`src/rtl/hpi_pkg.sv`:
```
`timescale 1ns/1ps
package hpi_pkg;

   // Transfer mode held in control bits 6:5 (only meaningful when p_mode == 100)
   typedef enum logic [1:0] {
      XM_IRQ   = 2'b00,
      XM_DMA24 = 2'b01,
      XM_DMA16 = 2'b10,
      XM_DMA8  = 2'b11
   } xfer_mode_e;

   localparam int          LANES         = 3;
   localparam logic [2:0]  PMODE_ENDIAN  = 3'b000;
   localparam logic [2:0]  PMODE_DMA     = 3'b100;

   // Control register bit positions
   localparam int CB_RREQ = 0;
   localparam int CB_TREQ = 1;
   localparam int CB_FLAG = 4;
   localparam int CB_SH0  = 5;
   localparam int CB_SH1  = 6;

   // Index of the final byte lane of a DMA word
   function automatic logic [1:0] last_lane(xfer_mode_e m);
      case (m)
         XM_DMA24: last_lane = 2'd2;
         XM_DMA16: last_lane = 2'd1;
         default:  last_lane = 2'd0;
      endcase
   endfunction

endpackage

```
`src/rtl/hpi_ctrl_reg.sv`:
```
`timescale 1ns/1ps
module hpi_ctrl_reg
   import hpi_pkg::*;
#(
   parameter int BYTE_W = 8
) (
   input  logic              clk,
   input  logic              rst_n,
   input  logic              wr_en,
   input  logic [4:0]        wbits,      // {bit6, bit5, flag, treq, rreq}
   input  logic [2:0]        p_mode,
   output logic [BYTE_W-1:0] rd_val,
   output logic              rreq_en,
   output logic              treq_en,
   output logic              flag,
   output logic              little_end,
   output logic              dma_on,
   output xfer_mode_e        xmode
);

   logic sh0_q, sh1_q;
   logic mode_endian, mode_dma;

   assign mode_endian = (p_mode == PMODE_ENDIAN);
   assign mode_dma    = (p_mode == PMODE_DMA);

   always_ff @(posedge clk or negedge rst_n) begin
      if (!rst_n) begin
         rreq_en <= 1'b0;
         treq_en <= 1'b0;
         flag    <= 1'b0;
         sh0_q   <= 1'b0;
         sh1_q   <= 1'b0;
      end else if (wr_en) begin
         rreq_en <= wbits[0];
         treq_en <= wbits[1];
         flag    <= wbits[2];
         if (mode_endian || mode_dma) sh0_q <= wbits[3];
         if (mode_dma)                sh1_q <= wbits[4];
      end
   end

   always_comb begin
      rd_val          = '0;
      rd_val[CB_RREQ] = rreq_en;
      rd_val[CB_TREQ] = treq_en;
      rd_val[CB_FLAG] = flag;
      rd_val[CB_SH0]  = (mode_endian || mode_dma) & sh0_q;
      rd_val[CB_SH1]  = mode_dma & sh1_q;
   end

   assign little_end = mode_endian & sh0_q;
   assign xmode      = mode_dma ? xfer_mode_e'({sh1_q, sh0_q}) : XM_IRQ;
   assign dma_on     = (xmode != XM_IRQ);

endmodule

```
`src/rtl/hpi_dma_seq.sv`:
```
`timescale 1ns/1ps
module hpi_dma_seq
   import hpi_pkg::*;
(
   input  logic       clk,
   input  logic       rst_n,
   input  xfer_mode_e xmode,
   input  logic       dma_on,
   input  logic       rreq_en,
   input  logic       treq_en,
   input  logic       txe,
   input  logic       rxf,
   input  logic       ack,
   output logic       host_req,
   output logic       dir_h2p,
   output logic       dir_p2h,
   output logic [1:0] lane,
   output logic       xfer,
   output logic       word_done
);

   logic irq_req;

   assign dir_h2p   = dma_on & treq_en & ~rreq_en;
   assign dir_p2h   = dma_on & rreq_en & ~treq_en;
   assign irq_req   = (rreq_en & rxf) | (treq_en & txe);
   assign host_req  = dma_on ? ((dir_h2p & txe) | (dir_p2h & rxf)) : irq_req;
   assign xfer      = dma_on & ack & host_req;
   assign word_done = xfer & (lane == last_lane(xmode));

   always_ff @(posedge clk or negedge rst_n) begin
      if (!rst_n)         lane <= 2'd0;
      else if (!dma_on)   lane <= 2'd0;
      else if (word_done) lane <= 2'd0;
      else if (xfer)      lane <= lane + 2'd1;
   end

endmodule

```
`src/rtl/hpi_data_regs.sv`:
```
`timescale 1ns/1ps
module hpi_data_regs
   import hpi_pkg::*;
#(
   parameter int BYTE_W = 8
) (
   input  logic                         clk,
   input  logic                         rst_n,
   input  logic [LANES-1:0]             tx_we,
   input  logic                         tx_clr_upper,
   input  logic [BYTE_W-1:0]            wbyte,
   input  logic                         h2p_done,
   input  logic                         p_take,
   input  logic                         p_load,
   input  logic [LANES-1:0][BYTE_W-1:0] p_load_word,
   input  logic                         p2h_done,
   output logic [LANES-1:0][BYTE_W-1:0] tx_word,
   output logic [LANES-1:0][BYTE_W-1:0] rx_word,
   output logic                         txe,
   output logic                         rxf
);

   for (genvar i = 0; i < LANES; i++) begin : g_lane
      always_ff @(posedge clk or negedge rst_n) begin
         if (!rst_n)                       tx_word[i] <= '0;
         else if (tx_we[i])                tx_word[i] <= wbyte;
         else if (tx_clr_upper && (i > 0)) tx_word[i] <= '0;
      end
   end

   always_ff @(posedge clk or negedge rst_n) begin
      if (!rst_n)      rx_word <= '0;
      else if (p_load) rx_word <= p_load_word;
   end

   always_ff @(posedge clk or negedge rst_n) begin
      if (!rst_n)        txe <= 1'b1;
      else if (h2p_done) txe <= 1'b0;
      else if (p_take)   txe <= 1'b1;
   end

   always_ff @(posedge clk or negedge rst_n) begin
      if (!rst_n)        rxf <= 1'b0;
      else if (p_load)   rxf <= 1'b1;
      else if (p2h_done) rxf <= 1'b0;
   end

endmodule

```
`src/rtl/hpi_host_port.sv`:
```
`timescale 1ns/1ps
module hpi_host_port
   import hpi_pkg::*;
#(
   parameter int BYTE_W    = 8,
   parameter int ADDR_W    = 3,
   parameter int ICR_ADDR  = 0,
   parameter int STAT_ADDR = 2,
   parameter int DATA_BASE = 5
) (
   input  logic                    clk,
   input  logic                    rst_n,
   input  logic [ADDR_W-1:0]       h_addr,
   input  logic                    h_wr,
   input  logic                    h_rd,
   input  logic [BYTE_W-1:0]       h_wdata,
   output logic [BYTE_W-1:0]       h_rdata,
   input  logic                    h_ack,
   output logic                    host_req,
   input  logic [2:0]              p_mode,
   output logic                    hf_status,
   output logic [LANES*BYTE_W-1:0] p_h2p_data,
   output logic                    p_h2p_valid,
   input  logic                    p_h2p_take,
   input  logic [LANES*BYTE_W-1:0] p_p2h_data,
   input  logic                    p_p2h_load,
   output logic                    p_p2h_ready
);

   localparam logic [ADDR_W-1:0] A_ICR   = ADDR_W'(ICR_ADDR);
   localparam logic [ADDR_W-1:0] A_STAT  = ADDR_W'(STAT_ADDR);
   localparam logic [ADDR_W-1:0] A_FIRST = ADDR_W'(DATA_BASE);
   localparam logic [ADDR_W-1:0] A_LAST  = ADDR_W'(DATA_BASE + LANES - 1);

   if (BYTE_W < 7)
      $error("BYTE_W must hold control bits 6:0");
   if (DATA_BASE + LANES > (1 << ADDR_W))
      $error("data window exceeds address range");
   if (ICR_ADDR == STAT_ADDR || (ICR_ADDR >= DATA_BASE && ICR_ADDR < DATA_BASE + LANES)
       || (STAT_ADDR >= DATA_BASE && STAT_ADDR < DATA_BASE + LANES))
      $error("register addresses overlap");

   logic [BYTE_W-1:0] icr_rd;
   logic rreq_en, treq_en, little_end, dma_on;
   xfer_mode_e xmode;
   logic dir_h2p, dir_p2h, xfer, word_done, txe, rxf;
   logic [1:0] lane, off, host_lane;
   logic data_hit;
   logic [LANES-1:0] tx_we;
   logic [LANES-1:0][BYTE_W-1:0] tx_word, rx_word;

   hpi_ctrl_reg #(.BYTE_W(BYTE_W)) u_ctrl (
      .clk(clk), .rst_n(rst_n),
      .wr_en(h_wr && h_addr == A_ICR),
      .wbits({h_wdata[CB_SH1], h_wdata[CB_SH0], h_wdata[CB_FLAG],
              h_wdata[CB_TREQ], h_wdata[CB_RREQ]}),
      .p_mode(p_mode), .rd_val(icr_rd),
      .rreq_en(rreq_en), .treq_en(treq_en), .flag(hf_status),
      .little_end(little_end), .dma_on(dma_on), .xmode(xmode)
   );

   hpi_dma_seq u_seq (
      .clk(clk), .rst_n(rst_n), .xmode(xmode), .dma_on(dma_on),
      .rreq_en(rreq_en), .treq_en(treq_en), .txe(txe), .rxf(rxf),
      .ack(h_ack), .host_req(host_req), .dir_h2p(dir_h2p), .dir_p2h(dir_p2h),
      .lane(lane), .xfer(xfer), .word_done(word_done)
   );

   // Address to byte-lane mapping
   assign data_hit  = (h_addr >= A_FIRST) && (h_addr <= A_LAST);
   assign off       = 2'(h_addr - A_FIRST);
   assign host_lane = little_end ? off : (2'(LANES - 1) - off);

   for (genvar i = 0; i < LANES; i++) begin : g_we
      assign tx_we[i] = (h_wr && data_hit && host_lane == 2'(i))
                      | (xfer && dir_h2p && lane == 2'(i));
   end

   hpi_data_regs #(.BYTE_W(BYTE_W)) u_data (
      .clk(clk), .rst_n(rst_n),
      .tx_we(tx_we),
      .tx_clr_upper(xfer && dir_h2p && lane == 2'd0),
      .wbyte(h_wdata),
      .h2p_done((h_wr && h_addr == A_LAST) || (word_done && dir_h2p)),
      .p_take(p_h2p_take),
      .p_load(p_p2h_load), .p_load_word(p_p2h_data),
      .p2h_done((h_rd && h_addr == A_LAST) || (word_done && dir_p2h)),
      .tx_word(tx_word), .rx_word(rx_word), .txe(txe), .rxf(rxf)
   );

   always_comb begin
      h_rdata = '0;
      if (xfer && dir_p2h)       h_rdata = rx_word[lane];
      else if (h_addr == A_ICR)  h_rdata = icr_rd;
      else if (h_addr == A_STAT) h_rdata[1:0] = {txe, rxf};
      else if (data_hit)         h_rdata = rx_word[host_lane];
   end

   assign p_h2p_data  = tx_word;
   assign p_h2p_valid = ~txe;
   assign p_p2h_ready = ~rxf;

endmodule

```
`config.mk`:
```
export PLATFORM = sky130hd
export DESIGN_NAME = hpi_host_port
export DESIGN_NICKNAME = d
export VERILOG_FILES = /design/src/rtl/hpi_pkg.sv /design/src/rtl/hpi_ctrl_reg.sv /design/src/rtl/hpi_dma_seq.sv /design/src/rtl/hpi_data_regs.sv /design/src/rtl/hpi_host_port.sv
export SDC_FILE = /design/constraint.sdc
export NUM_CORES = 1
export LEC_CHECK = 0
export BUFFER_PORTS_ARGS = -buffer_cell sky130_fd_sc_hd__clkbuf_2
export CAP_MARGIN = 20
export CORE_MARGIN = 10
export CORE_UTILIZATION = 59
export DETAILED_ROUTE_END_ITERATION = 8
export GPL_ROUTABILITY_DRIVEN = 0
export PLACE_DENSITY = 0.91
export RECOVER_POWER = 25
export SLEW_MARGIN = 30
export SYNTH_ARGS = -nofsm -noshare
export SYNTH_HDL_FRONTEND = slang
export SYNTH_SLANG_ARGS = --single-unit
export TNS_END_PERCENT = 10
```
`constraint.sdc`:
```
create_clock -name clk -period 5.05 [get_ports clk]
set_input_delay 0.2525 -clock clk [delete_from_list [all_inputs] [get_ports clk]]
set_output_delay 0.2525 -clock clk [all_outputs]
set_load 0.05 [all_outputs]
```
==> results of run 1 <==
-- critical path, cell delays in order --
cell and delay [ns]:
clkbuf_2 0.37, inv_1 0.19, ha_1 0.70, nor2b_1 0.52, nand2_1 0.12, and4b_1 0.20, o221ai_1 0.21, clkbuf_2 0.32
-- flip-flops by register name, summed over array words and instances (netlist names) --
name            count
u_data.rx_word     24
u_ctrl.treq_en      1
u_ctrl.sh1_q        1
u_data.rxf          1
u_seq.lane          2
u_ctrl.flag         1
u_data.tx_word     24
u_ctrl.rreq_en      1
u_ctrl.sh0_q        1
u_data.txe          1
-- through the flow --
stage / power (W) / cells / cell area [um2] / hold WS, ns
after global placement: 0.00119 / 488 / 3960 / 0.422
after CTS: 0.00167 / 505 / 4190 / 0.0628
final: 0.00167 / 505 / 4190 / 0.113
after global routing: 0.00174 / 505 / 4190 / 0.113
after floorplan: 0.00105 / 359 / 3570 / -0.0431
after detailed placement: 0.00122 / 489 / 3980 / 0.435
-- worst paths after layout --
check                                   startpoint                  to  slack (ns)  cells after the start
worst max-delay path                     h_addr[0]          h_rdata[6]        1.91                      8
worst min-delay path                    p_h2p_take          u_data.txe        0.11                      3
worst max register to register       u_seq.lane[0]   u_data.tx_word[2]        2.57                      5
worst min register to register  u_data.tx_word[22]  u_data.tx_word[22]        0.55                      2
max in group asynchronous                    rst_n  u_data.rx_word[15]        2.40                      2
min in group asynchronous                    rst_n  u_data.tx_word[15]        0.97                      2
-- power breakdown --
| group | total [W] | internal (W) | leakage (nW) | switching [W] |
|---|---|---|---|---|
| clock | 0.000454 | 0.000257 | 0.102 | 0.000197 |
| combinational | 0.000594 | 0.000166 | 1.09 | 0.000428 |
| sequential | 0.000617 | 0.000543 | 0.687 | 0.0000745 |
-- final cells by class --
class | instances | area (um2) | area share (%)
inverter | 15 | 56.3 | 1.34
multi-input combinational | 259 | 1970 | 47.1
sequential | 57 | 1430 | 34.1
timing repair buffer | 83 | 423 | 10.1
clock buffer | 11 | 151 | 3.62
tap | 75 | 93.8 | 2.24
clock inverter | 5 | 62.6 | 1.49
-- cell families (layout without fill, tap and decap cells) --
logic type,count (synthesis),after routing,share of synthesized area (%)
compound gates,91,91,19.4
xor+xnor,2,2,0.490
fa+ha+maj,7,7,2.45
buf+inv,43,114,4.93
flops,57,57,39.9
mux,50,50,14.9
simple gates,109,109,18.0
-- synth_stat cells, types with 3 or more instances --
cell type	number
a21oi_1	17
a31oi_1	3
and4b_1	8
buf_1	3
buf_2	5
clkbuf_1	17
dfrtp_1	56
ha_1	7
inv_1	15
mux2_2	25
mux2i_1	25
nand2_1	21
nand3_1	27
nand3b_1	10
nand4_1	9
nor2_1	11
nor2b_1	7
nor3_1	3
o211ai_1	18
o21ai_0	6
o221ai_1	5
o22ai_1	3
o31ai_1	25
-- routing by layer --
metal  routed length [um]  GRT usage [%]  part of all wire (%)
met1                 3970           24.5                    40
met5                    0              0                     0
met2                 5050           34.6                    50
met4                  143           6.15                   1.4
met3                  843           6.62                   8.4
==> impl_metrics.tcl, run 1 <==
set metrics [dict create \
    finClkSkew_ns 0.00563 \
    final_core_util_pct 71.2 \
    power_density_nw_per_um2 398 \
    gr-total-overflow 0 \
    final.min_clock_period_ns 3.14 \
    seq_area_frac_synth_pct 39.9 \
    synth.area.top_cells "dfrtp_1 39%, mux2_2 7.9%, mux2i_1 7.0%" \
    worstMarginPinSlew_ns 2.98 \
    synth-async-reset-ratio_pct 100 \
    setup_violations 0 \
    vdd_ir_drop_max_mv 0.309 \
    syn_area_um2 3570 \
    dpl.hpwl_um 7180 \
    core_um2 5890 \
    syn_nets 411 \
    setup_tns_ns 0 \
    worstSetupStartpointType "input port" \
    slew_headroom_pct -98.5 \
    dieArea_um2 9570 \
    root_buffer "clkbuf_8" \
    fin_ws_ns 1.91 \
    end_kind "output pin" \
    cts.repair.resized 0 \
    post-place-ws_ns 1.99 \
    first_iter_violations 337 \
    arrival_ns 2.89 \
    cts.sinks 57 \
    yosysTopAreaCell "dfrtp_1" \
    wl_per_cell_um 19.8 \
    ys.flop_type "dfrtp_1" \
    outcome "complete, but fails checks" \
    cts_tree "built" \
    grt_first_pass_wirelength_um 16500 \
    max_freq_mhz 318 \
    nets 477 \
    yosysUniqueCellTypes 45 \
    pin_count 81 \
    die_y_um 97.8 \
    yosysWarnings 0 \
    p_leak_nw 1.88 \
    drv_slew 58 \
    antenna_cells 0 \
    period_share_pct 62.2 \
    final_hold_viol_count 0 \
    cap_violations 1 \
    drc 0 \
    drt_pass1_iterations 5 \
    cts_buffer_depth 2 \
    violations "capacitance limit, slew limit" \
    path_clk_slew_ns 0.06 \
    post_cts_buffers 0 \
    nFillCells 444 \
    clk_latency_ns 0.35 \
    floorplan.die.width_um 97.8 \
    rows 28 \
    final_cell_mix "80 x clkbuf_2, 56 x dfrtp_1, 27 x nand3_1" \
    antenna_found_initial 0 \
    drive_above_1_share_pct 31.6 \
    final_common_cell "clkbuf_2" \
    io_buffers 80 \
    htree_num_levels 3 \
    hp-class "in2reg" \
    cts_hold_buf 0 \
    grt_pass1_vias 3248 \
    worstPathRequired_ns 4.80 \
    rsz0062_at_grt "false" \
    numCtsBuffers 9 \
    worstSetupPathType "in2out" \
    grtUsageTotal_pct 20.6 \
    drt-total-wl_um 10000 \
    syn_area_per_cell_um2 9.96 \
    viasPerCell 6.39 \
    synth_edf_count 0 \
    start_util_pct 60.7 \
    grt_start_max_net_pins 58 \
    area.growth.synth_to_final_pct 17.2 \
    crit_fanout 26 \
    synth-seq-cells 57 \
    postRouteAntennaNets 0 \
    synth.top_cell.area_share_pct 39.2 \
    vias 3228 \
    postSynthCellCount 359 \
]
(Power assumes the default switching activity.)
==> run 2, diff against run 1 <==
--- a/config.mk
+++ b/config.mk
@@ -8,10 +8,10 @@
 export BUFFER_PORTS_ARGS = -buffer_cell sky130_fd_sc_hd__clkbuf_2
 export CAP_MARGIN = 20
 export CORE_MARGIN = 10
-export CORE_UTILIZATION = 59
+export CORE_UTILIZATION = 49
 export DETAILED_ROUTE_END_ITERATION = 8
 export GPL_ROUTABILITY_DRIVEN = 0
-export PLACE_DENSITY = 0.91
+export PLACE_DENSITY = 0.81
 export RECOVER_POWER = 25
 export SLEW_MARGIN = 30
 export SYNTH_ARGS = -nofsm -noshare
==> constraint.sdc (replaced) <==
create_clock -name clk -period 2.76 [get_ports clk]
set_input_delay 0.138 -clock clk [delete_from_list [all_inputs] [get_ports clk]]
set_output_delay 0.138 -clock clk [all_outputs]
set_load 0.05 [all_outputs]
==> run 2 against run 1 <==
  * Sequential power grew 82%
  * Worst setup slack worse by 1.8 ns
  * Wire length increased by 5.6%
  * Clock skew grew 0.0014 ns
  * Cell count is 6.7% higher
  * The flow still finishes with violations (capacitance limit, slew limit)
  * First-iteration DRC count up 45%
  * Clock power increased by 73%
  * Final area is 2.1% higher
  * Critical endpoint is now h_rdata[2]
  * Die area is 16% higher
  * Hold slack lost 0.084 ns
==> impl_metrics.tcl, run 2 (synthesis results as in run 1) <==
set metrics [dict create \
    cap_violations 1 \
    p_leak_nw 1.92 \
    final_common_cell "clkbuf_2" \
    drt-total-wl_um 10600 \
    antenna_cells 0 \
    final.min_clock_period_ns 2.64 \
    grt_pass1_vias 3353 \
    p_total_w 0.00301 \
    core_um2 7180 \
    antenna_found_initial 0 \
    outcome "complete, but fails checks" \
    nets 487 \
    drt_pass1_iterations 6 \
    area.growth.synth_to_final_pct 19.6 \
    multi_input_area_um2 1970 \
    dpl-instance-area_um2 4070 \
    cts.sinks 57 \
    worstSetupStartpointType "flop" \
    vdd_ir_drop_max_mv 0.401 \
    hp-class "in2reg" \
    top_regs "u_data.rx_word: 24 flops, u_data.tx_word: 24 flops, u_seq.lane: 2 flops" \
    start_util_pct 49.8 \
    grtUsageTotal_pct 18.8 \
    io_buffers 80 \
    htree_num_levels 3 \
    rows 31 \
    grt_start_max_net_pins 41 \
    slew_headroom_pct -41.4 \
    die_y_um 105 \
    r2r_slack_ns 0.62 \
    drc 0 \
    violations "capacitance limit, slew limit" \
    vias 3343 \
    wl_per_cell_um 19.6 \
    postRouteAntennaNets 0 \
    gr-total-overflow 0 \
    period_share_pct 95.5 \
    final_hold_viol_count 0 \
    cts.repair.resized 0 \
    setup_violations 0 \
    first_iter_violations 488 \
    setup_tns_ns 0 \
    root_buffer "clkbuf_8" \
    nFillCells 586 \
    power_density_nw_per_um2 704 \
    crit_fanout 15 \
    cts_tree "built" \
    seq_area_um2 1430 \
    end_kind "output pin" \
    clk_latency_ns 0.34 \
    worstSetupPathType "reg2out" \
    dpl.hpwl_um 7700 \
    cts_buffer_depth 2 \
    grt_first_pass_wirelength_um 17200 \
    viasPerCell 6.20 \
    max_freq_mhz 379 \
    pin_count 81 \
    worstMarginPinSlew_ns 2.12 \
    rsz0062_at_grt "false" \
    worstPathRequired_ns 2.62 \
    final_core_util_pct 59.6 \
    dieArea_um2 11100 \
    fin_area_um2 4280 \
    floorplan.die.width_um 105 \
    arrival_ns 2.50 \
    drive_above_1_share_pct 32.7 \
    finClkSkew_ns 0.00699 \
    final_cell_mix "79 x clkbuf_2, 56 x dfrtp_1, 27 x nand3_1" \
    drv_slew 41 \
    path_clk_slew_ns 0.07 \
    numCtsBuffers 9 \
]
==> run 2: cell count changes in the layout (fill, tap and decap cells not counted), sizes merged <==
cell	delta
inv	-1
dlygate4sd3	+1
buf	+10
clkbuf	-1
clkinv	+1
==> run 2: metrics by stage <==
step | hold WS (ns) | instances | worst slack (ns)
2_1_floorplan | -0.158 | 359 | 0.444
3_3_place_gp | 0.329 | 522 | 0.536
3_5_place_dp | 0.345 | 522 | 0.419
4_1_cts | 0.0178 | 539 | 0.124
5_1_grt | 0.0284 | 539 | 0.0160
6_report | 0.0282 | 539 | 0.123
==> run 2: worst paths after layout <==
| kind | from | cells past startpoint | to |
|---|---|---|---|
| max | u_ctrl.sh0_q | 6 | h_rdata[2] |
| min | p_p2h_data[14] | 2 | u_data.rx_word[14] |
| max reg2reg | u_ctrl.sh0_q | 4 | u_data.tx_word[17] |
| min reg2reg | u_data.rx_word[11] | 1 | u_data.rx_word[11] |
| max in group asynchronous | rst_n | 2 | u_data.rx_word[16] |
| min in group asynchronous | rst_n | 2 | u_data.tx_word[18] |
==> run 2: layer usage <==
layer	track usage, %	vias up	routed length (um)
li1	-	1522	-
met1	23.3	1607	4260
met2	30.7	177	5190
met3	2.62	37	704
met4	10.6	0	420
met5	0	-	0
==> run 2: report_power, final <==
group	switching [W]	leakage, nW	internal, W
Combinational	0.000791	1.14	0.000314
Sequential	0.000130	0.687	0.000993
Clock	0.000346	0.0953	0.000438
Total	0.00127	1.92	0.00175
==> run 2: layout make-up <==
| class | count | area share [%] |
|---|---|---|
| clock buffers | 11 | 3.31 |
| clock inverters | 5 | 1.29 |
| inverters | 15 | 1.32 |
| multi-input cells | 259 | 46.1 |
| flip-flops and latches | 57 | 33.4 |
| well taps | 99 | 2.90 |
| repair buffers | 93 | 11.7 |
==> run 2: critical path, stage by stage, from the launching register on <==
cell and delay [ns]:
dfrtp_1 0.43, nor4b_4 0.61, buf_4 0.32, nand3_1 0.10
and4b_1 0.22, o22ai_1 0.16, clkbuf_2 0.32
==> run 2: repair_timing <==
item | CTS | global route
hold buffers | 1 | 0
setup buffers | 0 | 0
endpoints found under the hold margin | 38 | 0
